`config.mk`:
```
export PLATFORM = sky130hd
export DESIGN_NAME = aud_serial_tx
export DESIGN_NICKNAME = d
export VERILOG_FILES = /design/src/rtl/aud_tx_pkg.sv /design/src/rtl/aud_tx_sync.sv /design/src/rtl/aud_tx_mclk.sv /design/src/rtl/aud_tx_shift.sv /design/src/rtl/aud_serial_tx.sv
export SDC_FILE = /design/constraint.sdc
export NUM_CORES = 1
export LEC_CHECK = 0
export BUFFER_PORTS_ARGS = -buffer_cell sky130_fd_sc_hd__buf_4
export CAP_MARGIN = 20
export CORE_MARGIN = 2
export CORE_UTILIZATION = 55
export DETAILED_ROUTE_END_ITERATION = 8
export MAX_ROUTING_LAYER = met4
export PLACE_DENSITY_LB_ADDON = 0.12
export SLEW_MARGIN = 20
export SYNTH_ARGS = -nofsm -noshare
export SYNTH_HDL_FRONTEND = slang
export SYNTH_SLANG_ARGS = --single-unit
```
`constraint.sdc`:
```
create_clock -name clk -period 2.2 [get_ports clk]
set_input_delay 0.44 -clock clk [delete_from_list [all_inputs] [get_ports clk]]
set_output_delay 0.44 -clock clk [all_outputs]
set_load 0.05 [all_outputs]
```
`src/rtl/aud_tx_pkg.sv`:
```
package aud_tx_pkg;

    typedef enum logic [1:0] {
        FMT_SLV_JUST = 2'b00,
        FMT_MST_HI   = 2'b01,
        FMT_SLV_I2S  = 2'b10,
        FMT_MST_I2S  = 2'b11
    } fmt_e;

    typedef struct packed {
        logic fsync;
        logic wclk;
        logic bclk;
    } pins_t;

    function automatic logic fmt_is_master(input logic [1:0] f);
        return f[0];
    endfunction

    // Word-clock level that carries the left channel
    function automatic logic fmt_left_level(input logic [1:0] f);
        return ~f[1];
    endfunction

    // One empty slot between the half-frame start and the MSB
    function automatic logic fmt_delayed(input logic [1:0] f);
        return f != FMT_SLV_JUST;
    endfunction

endpackage

```
`src/rtl/aud_tx_sync.sv`:
```
module aud_tx_sync #(
    parameter int WIDTH  = 3,
    parameter int STAGES = 2
) (
    input  logic             clk,
    input  logic             rst_n,
    input  logic [WIDTH-1:0] din,
    output logic [WIDTH-1:0] dout
);

    logic [STAGES-1:0][WIDTH-1:0] stage_d, stage_q;

    always_comb begin
        stage_d[0] = din;
        for (int i = 1; i < STAGES; i++) begin
            stage_d[i] = stage_q[i-1];
        end
    end

    always_ff @(posedge clk or negedge rst_n) begin
        if (!rst_n) stage_q <= '0;
        else        stage_q <= stage_d;
    end

    assign dout = stage_q[STAGES-1];

endmodule

```
`src/rtl/aud_tx_mclk.sv`:
```
module aud_tx_mclk #(
    parameter int HALF_NORM = 64,
    parameter int HALF_FAST = 32
) (
    input  logic clk,
    input  logic rst_n,
    input  logic en,
    input  logic tick,
    input  logic fast,
    output logic bclk,
    output logic wclk,
    output logic fall,
    output logic wedge,
    output logic wnext
);

    localparam int CW = $clog2(HALF_NORM);
    localparam logic [CW-1:0] LAST_N = CW'(HALF_NORM - 1);
    localparam logic [CW-1:0] LAST_F = CW'(HALF_FAST - 1);

    typedef struct packed {
        logic          bclk;
        logic          wclk;
        logic [CW-1:0] slot;
    } mst_t;

    mst_t          st_d, st_q;
    logic [CW-1:0] last_slot;

    always_comb begin
        last_slot = fast ? LAST_F : LAST_N;
        fall      = en & tick & st_q.bclk;
        wedge     = fall & (st_q.slot >= last_slot);
        st_d      = st_q;
        if (!en) begin
            st_d = '0;
        end else if (tick) begin
            st_d.bclk = ~st_q.bclk;
            if (fall) begin
                if (wedge) begin
                    st_d.slot = '0;
                    st_d.wclk = ~st_q.wclk;
                end else begin
                    st_d.slot = st_q.slot + CW'(1);
                end
            end
        end
    end

    always_ff @(posedge clk or negedge rst_n) begin
        if (!rst_n) st_q <= '0;
        else        st_q <= st_d;
    end

    assign bclk  = st_q.bclk;
    assign wclk  = st_q.wclk;
    assign wnext = ~st_q.wclk;

endmodule

```
`src/rtl/aud_tx_shift.sv`:
```
module aud_tx_shift #(
    parameter int W = 24
) (
    input  logic         clk,
    input  logic         rst_n,
    input  logic         load,
    input  logic [W-1:0] left_in,
    input  logic [W-1:0] right_in,
    input  logic         start,
    input  logic         start_lvl,
    input  logic         left_lvl,
    input  logic         delay,
    input  logic         adv,
    output logic         sdata,
    output logic         active
);

    localparam int KW = $clog2(W + 1);
    localparam logic [KW-1:0] KDONE = KW'(W);

    typedef struct packed {
        logic [W-1:0]  sh_l;
        logic [W-1:0]  sh_r;
        logic [W-1:0]  word;
        logic [KW-1:0] k;
        logic          pre;
        logic          sdata;
        logic          active;
    } sh_t;

    localparam sh_t SH_RESET = '{sh_l: '0, sh_r: '0, word: '0, k: KDONE,
                                 pre: 1'b0, sdata: 1'b0, active: 1'b0};

    sh_t          sh_d, sh_q;
    logic [W-1:0] next_l, next_r;

    always_comb begin
        next_l    = load ? left_in  : sh_q.sh_l;
        next_r    = load ? right_in : sh_q.sh_r;
        sh_d      = sh_q;
        sh_d.sh_l = next_l;
        sh_d.sh_r = next_r;
        if (start) begin
            // a load in the same cycle reaches the half that starts now
            sh_d.word = (start_lvl == left_lvl) ? next_l : next_r;
            sh_d.k    = '0;
            sh_d.pre  = delay;
        end else if (adv) begin
            if (sh_q.pre) begin
                sh_d.pre = 1'b0;
            end else if (sh_q.k != KDONE) begin
                sh_d.k    = sh_q.k + KW'(1);
                sh_d.word = {sh_q.word[W-2:0], 1'b0};
            end
        end
        sh_d.active = !sh_d.pre && (sh_d.k != KDONE);
        sh_d.sdata  = sh_d.active & sh_d.word[W-1];
    end

    always_ff @(posedge clk or negedge rst_n) begin
        if (!rst_n) sh_q <= SH_RESET;
        else        sh_q <= sh_d;
    end

    assign sdata  = sh_q.sdata;
    assign active = sh_q.active;

endmodule

```
`src/rtl/aud_serial_tx.sv`:
```
module aud_serial_tx
    import aud_tx_pkg::*;
#(
    parameter int SAMPLE_W    = 24,
    parameter int HALF_NORM   = 64,
    parameter int HALF_FAST   = 32,
    parameter int SYNC_STAGES = 2
) (
    input  logic                clk,
    input  logic                rst_n,
    input  logic [1:0]          fmt,
    input  logic                speed_fast,
    input  logic                mclk_tick,
    input  logic                load,
    input  logic [SAMPLE_W-1:0] left_word,
    input  logic [SAMPLE_W-1:0] right_word,
    input  logic                bclk_in,
    input  logic                wclk_in,
    input  logic                fsync_in,
    output logic                bclk_out,
    output logic                bclk_oe,
    output logic                wclk_out,
    output logic                wclk_oe,
    output logic                fsync_out,
    output logic                fsync_oe,
    output logic                sdata
);

    localparam int PINS_W = $bits(pins_t);

    pins_t raw_pins, syn_pins;
    pins_t prev_d, prev_q;

    logic is_master;
    logic s_fall, s_wedge;
    logic m_bclk, m_wclk, m_fall, m_wedge, m_wnext;
    logic start, start_lvl, adv;
    logic sh_active;

    assign raw_pins  = '{fsync: fsync_in, wclk: wclk_in, bclk: bclk_in};
    assign is_master = fmt_is_master(fmt);

    aud_tx_sync #(
        .WIDTH  (PINS_W),
        .STAGES (SYNC_STAGES)
    ) i_sync (
        .clk   (clk),
        .rst_n (rst_n),
        .din   (raw_pins),
        .dout  (syn_pins)
    );

    aud_tx_mclk #(
        .HALF_NORM (HALF_NORM),
        .HALF_FAST (HALF_FAST)
    ) i_mclk (
        .clk   (clk),
        .rst_n (rst_n),
        .en    (is_master),
        .tick  (mclk_tick),
        .fast  (speed_fast),
        .bclk  (m_bclk),
        .wclk  (m_wclk),
        .fall  (m_fall),
        .wedge (m_wedge),
        .wnext (m_wnext)
    );

    always_comb begin
        prev_d  = syn_pins;
        s_fall  = !is_master && prev_q.bclk && !syn_pins.bclk;
        s_wedge = !is_master && (prev_q.wclk != syn_pins.wclk);
        if (is_master) begin
            start     = m_wedge;
            start_lvl = m_wnext;
            adv       = m_fall;
        end else begin
            start     = s_wedge;
            start_lvl = syn_pins.wclk;
            // framing 00: advance only if the strobe was high in the bit just ended
            adv       = s_fall && (fmt[1] || prev_q.fsync);
        end
    end

    always_ff @(posedge clk or negedge rst_n) begin
        if (!rst_n) prev_q <= '0;
        else        prev_q <= prev_d;
    end

    aud_tx_shift #(
        .W (SAMPLE_W)
    ) i_shift (
        .clk       (clk),
        .rst_n     (rst_n),
        .load      (load),
        .left_in   (left_word),
        .right_in  (right_word),
        .start     (start),
        .start_lvl (start_lvl),
        .left_lvl  (fmt_left_level(fmt)),
        .delay     (fmt_delayed(fmt)),
        .adv       (adv),
        .sdata     (sdata),
        .active    (sh_active)
    );

    assign bclk_out  = m_bclk;
    assign wclk_out  = m_wclk;
    assign fsync_out = is_master & sh_active;
    assign bclk_oe   = is_master;
    assign wclk_oe   = is_master;
    assign fsync_oe  = is_master;

endmodule

```
; Yosys cells after proc, flatten, opt, wreduce, memory -nomap -nowiden
; Index checks and enable logic that the tools add are counted.
[op_classes]
n_addsub = 2
mux = 16
reduce_logical = 15
n_lt_le_gt_ge = 1
eq_ne = 8
bitwise = 8
[op_table]
columns = cell, count
row1 = two-way mux 24 bit, 3
row2 = two-way mux 30 bit, 2
row3 = two-way mux 29 bit, 2
row4 = two-way mux 8 bit, 2
row5 = two-way mux 6 bit, 2
row6 = "!= test 5 bit, second input constant", 2
row7 = "!= test 2 x 1 -> 1 bit, second input constant", 4
row8 = two-way mux 7 bit, 1
row9 = "adder 6 x 1 -> 6 bit, second input constant", 1
row10 = >= comparator 6 bit, 1
row11 = AND reduction 3 bit, 2
row12 = nonzero test 2 bit, 3
row13 = "adder 5 x 1 -> 5 bit, second input constant", 1
row14 = bitwise AND 1 bit, 5
row15 = logical AND 1 bit, 5
row16 = two-way mux 1 bit, 4
row17 = logical NOT 1 bit, 3
row18 = NOT 1 bit, 3
row19 = AND reduction 2 bit, 1
row20 = equality test 1 bit, 1
row21 = logical OR 1 bit, 1
row22 = != test 1 bit, 1
[word_totals]
output_inout_bits = 7
ff_bits = 97
in_bits = 58
wordCells = 66

; Longest topological paths before layout
; Gate-level depths: netlist of the first run.
[logic_depth]
depth_word = 10
depth_mapped = 8
depth_no_buf = 8

; Cells and area by module
; Synthesis of the first run repeated with hierarchy kept, for this count alone.
[unflattened]
hier_cells = 353
area_unflattened_um2 = 4566.9
[modules_own_cells]
columns = mod, cells_each, seq_area_each_um2, n_inst, area_per_inst_um2
row1 = aud_tx_shift, 281, 2004.4, 1, 3773.6
row2 = aud_tx_mclk, 49, 200.2, 1, 471.7
row3 = aud_serial_tx, 17, 75.1, 1, 171.4
row4 = aud_tx_sync, 6, 150.1, 1, 150.1

; Least setup slack after synthesis of the first run
; OpenSTA, ideal clock, no wires.
[synth_timing]
path_type = register to register
startpoint = register i_mclk.st_q, in the netlist i_mclk.bclk
endpoint = register i_shift.sh_q, in the netlist i_shift.sdata
period_less_slack_ns = 1.986
slack_ns = 0.214
t_required_ns = 2.081
path_stages_with_launch = 7
path_buffers = 0
setup_time_ns = 0.119
arrival_time_ns = 1.867
path_cell_list = dfrtp_1 nand3_1 a2bb2oi_2 or3_1 a32oi_1 a31oi_1 and2_1
[synth_rtl]
columns = element, line_no
row1 = from (decl), aud_tx_mclk.sv:27  ; mst_t st_d, st_q;
row2 = from (signal assigned), aud_tx_mclk.sv:52  ; else st_q <= st_d;
row3 = to (signal assigned), aud_tx_shift.sv:61  ; if (!rst_n) sh_q <= SH_RESET;
row4 = to (signal assigned), aud_tx_shift.sv:62  ; else sh_q <= sh_d;
row5 = to (decl), aud_tx_shift.sv:34  ; sh_t sh_d, sh_q;

; Worst setup path after layout of the first run
[layout_timing]
startpoint = register i_mclk.st_q[5] (netlist name)
endpoint = register i_shift.sh_q[28] (netlist name)
[layout_via]
elab_chain_cells = 5
word_cells_on_any_way = 8
cone_classes = order compare (1) / eq/ne (1) / mux (2) / bitwise (1) / reduce/logical (3)
[layout_rtl]
columns = element, line_no
row1 = >= comparator 6 bit *, aud_tx_mclk.sv:33  ; wedge = fall & (st_q.slot >= last_slot);
row2 = bitwise AND 1 bit *, aud_tx_mclk.sv:33
row3 = two-way mux 1 bit *, aud_serial_tx.sv:73  ; if (is_master) begin
row4 = != test 2 x 1 -> 1 bit (no line) / nonzero test 2 bit (equally long branches), --
row5 = AND reduction 3 bit (no line), --
; Mark *: on every way between the ends. The rest lies on a longest branch, timed or not.
; A chain may end at the register's enable or synchronous reset.

==> results of run 1 <==
[sequential cells by signal, indices dropped and copies added (netlist names)]
register,count
i_mclk.wclk,1
i_shift.sdata,1
i_shift.active,1
i_mclk.st_q,6
prev_q,3
i_sync.dout,3
i_sync.stage_d,3
i_mclk.bclk,1
i_shift.sh_q,78
[report_power, final]
group          switching, mW  internal, mW
logic                  0.374         0.410
clock network          0.600         0.413
registers              0.115          2.03
total                   1.09          2.85
[per-stage QoR]
stage,cells,utilization,setup TNS [ns]
2_1_floorplan,347,-,0
3_3_place_gp,504,0.651,0
3_5_place_dp,504,0.651,0
4_1_cts,521,0.675,0
5_1_grt,521,0.675,-0.140
6_report,521,0.675,0
[logic make-up (layout without fill, tap and decap cells)]
family	after synthesis	count (layout)
AOI/OAI and AO/OA	48	48
muxes	97	97
adders and majority gates	4	4
xor gates and xnor gates	6	6
DFF	97	97
and+or+nand+nor	71	71
buffers and inverters	24	96
[final timing paths]
path | start | cells past startpoint | to
setup reg to reg | i_mclk.st_q[5]$_DFFE_PN0P_ | 6 | i_shift.sh_q[28]$_DFFE_PN0P_
setup / recovery | i_mclk.st_q[5]$_DFFE_PN0P_ | 6 | i_shift.sh_q[28]$_DFFE_PN0P_
max in group asynchronous | rst_n | 3 | i_shift.sh_q[71]$_DFF_PN0_
hold reg to reg | i_sync.stage_d[5]$_DFF_PN0_ | 0 | i_sync.dout[2]$_DFF_PN0_
hold / removal | bclk_in | 1 | i_sync.stage_d[3]$_DFF_PN0_
min in group asynchronous | rst_n | 2 | prev_q[2]$_DFF_PN0_
[cell usage in the layout, fill, tap and decap left out, types with 2 or more instances in the layout]
cell / netlist / final
or4b_1: 2 / 2
ha_1: 4 / 4
a21oi_1: 26 / 26
dfstp_2: 2 / 2
nand2_1: 7 / 7
and3_1: 4 / 4
dfrtp_1: 95 / 95
inv_1: 4 / 4
or3_1: 3 / 3
xnor2_1: 3 / 3
buf_12: 0 / 3
a31oi_1: 2 / 2
nand3_1: 9 / 9
o22ai_1: 2 / 2
clkbuf_8: 0 / 9
and2_1: 3 / 3
xor2_1: 2 / 2
mux2_2: 70 / 70
mux2i_1: 26 / 26
clkinvlp_4: 0 / 4
o21ai_1: 3 / 3
nand4_1: 2 / 2
a21boi_1: 3 / 3
nor2_1: 33 / 31
buf_4: 3 / 72
o21ai_0: 6 / 6
[worst register-to-register path, cell delays in order (launching register included)]
cell,delay (ns)
dfrtp_1,0.41
ha_1,0.31
nand4_1,0.09
o22ai_1,0.13
nor2_4,0.72
nor2_1,0.15
a21oi_1,0.17
[area by class of cell]
type                       count  area [um^2]
inverter                       4         15.0
fill                         618         2500
clock buffer                  10          128
tap                          102          128
multi-input combinational    226         1830
clock inverter                 6         43.8
sequential                    97         2430
timing repair buffer          76          611
[routing by layer]
| layer | up-vias | routed length [um] |
|---|---|---|
| met5 | - | 0 |
| met4 | 0 | 76 |
| met3 | 7 | 325 |
| met2 | 60 | 3920 |
| met1 | 1380 | 3450 |
| li1 | 1361 | - |
[what timing repair did]
action                                  CTS  global route
endpoints found under the setup margin    0            15
hold buffers                              1             0
buffers inserted                          0             0
endpoints found under the hold margin    24             0
gates resized for setup                   0             1
==> run summary, run 1 <==
Worst R2R Setup Slack: 0.15 ns
Top-count cell post-synth: dfrtp_1
H-tree depth: 3
ANT nets after route: 0
Commonest cells in the synthesized netlist: dfrtp_1, mux2_2, nor2_1, a21oi_1, mux2i_1
Power Density: 760 nW/um^2
Critical Path Max Stage Delay: 0.72 ns
Buf/Inv on CP: 0
Mean area per synthesized cell: 12.6 um^2
Synth unique cells: 43
Antenna cell count: 0
Cell Rows: 32
Synth Flop Type: dfrtp_1
Dpl hpwl: 5500 um
Met1 Use GR: 0.266
Clock Path Buffers: 2
Async S/R FF share, synth: 1.00
Residual DRC count: 0
Required time worst endpoint: 2.48 ns
CP endpoint kind: flip-flop
Total Power: 3.94 mW
Worst Path Max Fanout: 46
Final instance area: 5190 um^2
Critical-path cell list: ha_1 -> nand4_1 -> o22ai_1 -> nor2_4 -> nor2_1 -> a21oi_1
# IOs: 65
CTS tree: built
Die X: 93.0 um
Share of the synthesized area in the top cell type: 0.545
Worst skew pair latency: 0.36 ns
Synth Area in Compound Gates: 0.0646
Synth area leaders: dfrtp_1, mux2_2, mux2i_1
Vias/cell: 5.39
Worst slack at placement: 0.0139 ns
Hold slack: 0.189 ns
Count of final max-slew check failures: 0
Post-synth EDFFs: 0
Grt ovf: 0
Mapped Nets: 409
Clk sinks: 97
Area grow syn2layout: 19.0%
Peak supply drop: 0.594 mV
WL/cell: 14.9 um
GRT Overall Usage: 0.209
XOR/XNOR share of the synthesized area: 0.0138
Initial core utilization: 0.567
Initial antenna violation count: 0
Port buffer count: 64
Routed Wire Length: 7760 um
Final setup fails: 0
Largest net degree at the start of global routing: 48
Vias: 2808
Met3 Use GR: 0.0612
Yosys Warn Count: 0
Die area: 8660 um^2
Worst Setup Path Type: reg -> reg
Share of cells above drive strength 1: 0.406
Met2 Use GR: 0.330
Placed Area: 5000 um^2
Clock-pin slew on the worst setup and hold paths: 0.09 ns
CTS root buffer: clkbuf_8
Slew margin rel.: 0.384
Slowest-stage cell, CP: nor2_4
Unrepaired setup endpoints after global routing: true
Simple-gate share of the synthesized area: 0.0829
Vias in the first global route: 2954
Status: finished, final reports clean
Fmax: 0.489 GHz
First-pass GRT wire length: 13700 um
Fin worst setup slack: 0.154 ns
Fin nets: 476
Post-synth top area cell: dfrtp_1
Crit-path leading delay family: simple AND/OR/NAND/NOR gates
Starting DRT DRC Count: 52
Main combinational cell family by area after synthesis: multiplexers
Tmin final: 2.05 ns
CP Launch Type: flip-flop
Tcrit/Tclk final: 0.930
Most crowded layer after global routing: met2
Post-synthesis sequential area ratio: 0.557
Routability congestion estimate: 0.827
Total CTS buffers: 9
Placeable Area: 7690 um^2
Die Y: 93.0 um
Pre-antenna DRT Iters: 4
Mapped Cells: 347
Synth Register Bits: 97
Actual slew at the worst max-slew pin: 0.922 ns
Hold Path Class: in -> reg
Adder-Cell Fraction of Synth Area: 0.0115
Leakage: 2.39 nW
Total of max-cap violations: 0
Mapped Area: 4360 um^2
Endpoints failing hold: 0
Multiplexer share of the synthesized area: 0.243
CP arrival: 2.32 ns
Clock Skews: 0.00900 ns
No activity file was read; power rests on OpenSTA's default activity.
==> run 2, diff against run 1 <==
--- a/config.mk
+++ b/config.mk
@@ -12,6 +12,7 @@
 export DETAILED_ROUTE_END_ITERATION = 8
 export MAX_ROUTING_LAYER = met4
 export PLACE_DENSITY_LB_ADDON = 0.12
+export REMOVE_ABC_BUFFERS = 1
 export SLEW_MARGIN = 20
 export SYNTH_ARGS = -nofsm -noshare
 export SYNTH_HDL_FRONTEND = slang
==> run summary, run 2 (same netlist as run 1, synthesis figures left out) <==
Fin worst setup slack: 0.0846 ns (was 0.154 ns)
Pre-antenna DRT Iters: 4 (unchanged)
Clk network pwr share: 0.285 (was 0.257)
Clk sinks: 97 (unchanged)
Leakage: 2.40 nW (was 2.39 nW)
CTS Hold Bufs: 0 (was 1)
H-tree depth: 3 (unchanged)
Power Internal: 3.00 mW (was 2.85 mW)
Seq pwr share: 0.523 (was 0.544)
# fillers: 640 (was 618)
WL/cell: 15.7 um (was 14.9 um)
CTS tree: built (unchanged)
Non-filler cells, final: 518 (was 521)
Residual DRC count: 0 (unchanged)
Most common cell after layout, fill and taps aside: dfrtp_1 (unchanged)
Antenna cell count: 0 (unchanged)
Initial antenna violation count: 0 (unchanged)
CP endpoint kind: flip-flop (unchanged)
Vias in the first global route: 2803 (was 2954)
Cell Rows: 32 (unchanged)
Vias/cell: 5.44 (was 5.39)
Sw Share: 0.270 (was 0.276)
Initial core utilization: 0.567 (unchanged)
Fin nets: 473 (was 476)
First-pass GRT wire length: 13400 um (was 13700 um)
Starting DRT DRC Count: 59 (was 52)
CP arrival: 2.31 ns (was 2.32 ns)
Clock-pin slew on the worst setup and hold paths: 0.09 ns (about the same)
Worst Setup Path Type: reg -> reg (unchanged)
Combinational power share: 0.192 (was 0.199)
Worst Path Max Fanout: 12 (was 46)
Endpoints failing hold: 0 (unchanged)
Placed Area: 4970 um^2 (was 5000 um^2)
Tmin final: 2.12 ns (was 2.05 ns)
Port buffer count: 64 (unchanged)
Largest Register: i_shift.sh_q (unchanged)
Unrepaired setup endpoints after global routing: true (unchanged)
Final setup fails: 0 (unchanged)
Required time worst endpoint: 2.39 ns (was 2.48 ns)
Peak supply drop: 0.585 mV (was 0.594 mV)
Actual slew at the worst max-slew pin: 0.973 ns (was 0.922 ns)
CP Launch Type: flip-flop (unchanged)
GRT Overall Usage: 0.205 (was 0.209)
Total Power: 4.10 mW (was 3.94 mW)
CTS root buffer: clkbuf_8 (unchanged)
Worst skew pair latency: 0.36 ns (about the same)
ANT nets after route: 0 (unchanged)
Power Density: 788 nW/um^2 (was 760 nW/um^2)
Routability congestion estimate: 0.812 (was 0.827)
Status: finished, final reports clean (unchanged)
Critical Path Max Stage Delay: 0.66 ns (was 0.72 ns)
Count of final max-slew check failures: 0 (unchanged)
Placed insts: 501 (was 504)
Vias: 2816 (was 2808)
Tcrit/Tclk final: 0.962 (was 0.930)
Fmax: 0.473 GHz (was 0.489 GHz)
Clock Skews: 0.00982 ns (was 0.00900 ns)
Critical-path cell list: o21ai_1 -> xnor2_4 -> mux2_4 -> nor2_1 -> a21oi_1 (was ha_1 -> nand4_1 -> o22ai_1 -> nor2_4 -> nor2_1 -> a21oi_1)
Hold Path Class: in -> async (was in -> reg)
Largest net degree at the start of global routing: 65 (was 48)
# IOs: 65 (unchanged)
Die X: 93.0 um (unchanged)
Total of max-cap violations: 0 (unchanged)
Psw: 1.11 mW (was 1.09 mW)
Final instance area: 5210 um^2 (was 5190 um^2)
Routed Wire Length: 8150 um (was 7760 um)
Largest regs: i_shift.sh_q x78, i_mclk.st_q x6 (unchanged)
Die Y: 93.0 um (unchanged)
Dpl hpwl: 5440 um (was 5500 um)
Placeable Area: 7690 um^2 (unchanged)
Grt ovf: 0 (unchanged)
Most frequent cells in the layout: dfrtp_1, buf_4, mux2_2 (unchanged)
Share of cells above drive strength 1: 0.404 (was 0.406)
Slew margin rel.: 0.350 (was 0.384)
Largest register FFs: 78 (unchanged)
Die area: 8660 um^2 (unchanged)
Area grow syn2layout: 19.5% (was 19.0%)
Worst slack at placement: -0.0990 ns (was 0.0139 ns)
Clock Path Buffers: 2 (unchanged)
Slowest-stage cell, CP: o21ai_1 (was nor2_4)
Total CTS buffers: 9 (unchanged)
==> run 2: power groups by stage <==
stage | Sequential, mW | Clock [mW] | Combinational (mW)
4_1_cts | 2.15 | 1.21 | 0.788
5_1_grt | 2.18 | 1.27 | 0.873
6_report | 2.15 | 1.17 | 0.788
3_3_place_gp | 2.18 | 0 | 0.756
2_1_floorplan | 2.17 | 0 | 0.484
3_5_place_dp | 2.19 | 0 | 0.782
==> run 2: final timing paths <==
kind,from,end,slack (ns),cells after the start
setup / recovery,i_sync.dout[1]$_DFF_PN0_,i_shift.sh_q[15]$_DFFE_PN0P_,0.08,5
hold / removal,rst_n,i_shift.sh_q[57]$_DFF_PN0_,0.02,1
min in group clk,fsync_in,i_sync.stage_d[5]$_DFF_PN0_,0.19,1
setup reg to reg,i_sync.dout[1]$_DFF_PN0_,i_shift.sh_q[15]$_DFFE_PN0P_,0.08,5
hold reg to reg,i_sync.dout[2]$_DFF_PN0_,prev_q[2]$_DFF_PN0_,0.36,0
max in group asynchronous,rst_n,i_shift.sh_q[7]$_DFF_PN1_,1.46,2
==> run 2: timing repair <==
action / in CTS / in global routing
cloned: 0 / 1
pin swaps: 0 / 3
endpoints found under the hold margin: 0 / 0
resized for setup: 1 / 2
setup buffers: 0 / 0
endpoints found under the setup margin: 1 / 24
==> run 2: area by class of cell <==
| class | count | area, um^2 | share of cell area |
|---|---|---|---|
| timing repair buffer | 72 | 566 | 0.109 |
| tap | 102 | 128 | 0.0245 |
| inverter | 4 | 15.0 | 0.00288 |
| clock inverter | 5 | 62.6 | 0.0120 |
| sequential | 97 | 2430 | 0.466 |
| multi-input combinational | 227 | 1870 | 0.359 |
| clock buffer | 11 | 141 | 0.0271 |
==> run 2: critical path, delay by kind of cell (launching register included) <==
family / cells / cell delay [ns]
and+or+nand+nor: 1 / 0.10
muxes: 1 / 0.39
AOI/OAI and AO/OA: 2 / 0.71
DFF: 1 / 0.42
xor gates and xnor gates: 1 / 0.34
==> run 2: layer usage <==
layer	vias up	wire, um	global-route usage
met5	-	0	-
met4	0	91	0.0625
met3	7	261	0.0451
met2	53	4040	0.336
met1	1395	3760	0.259
li1	1361	-	-
==> run 2: through the flow <==
step	hold slack (ns)	setup TNS, ns	util
floorplan	0.144	-11.25	-
global placement	0.332	-0.908	0.646
detailed placement	0.342	-1.92	0.646
CTS	0.0261	0	0.674
global route	0.0359	-0.214	0.678
finish	0.0243	0	0.678
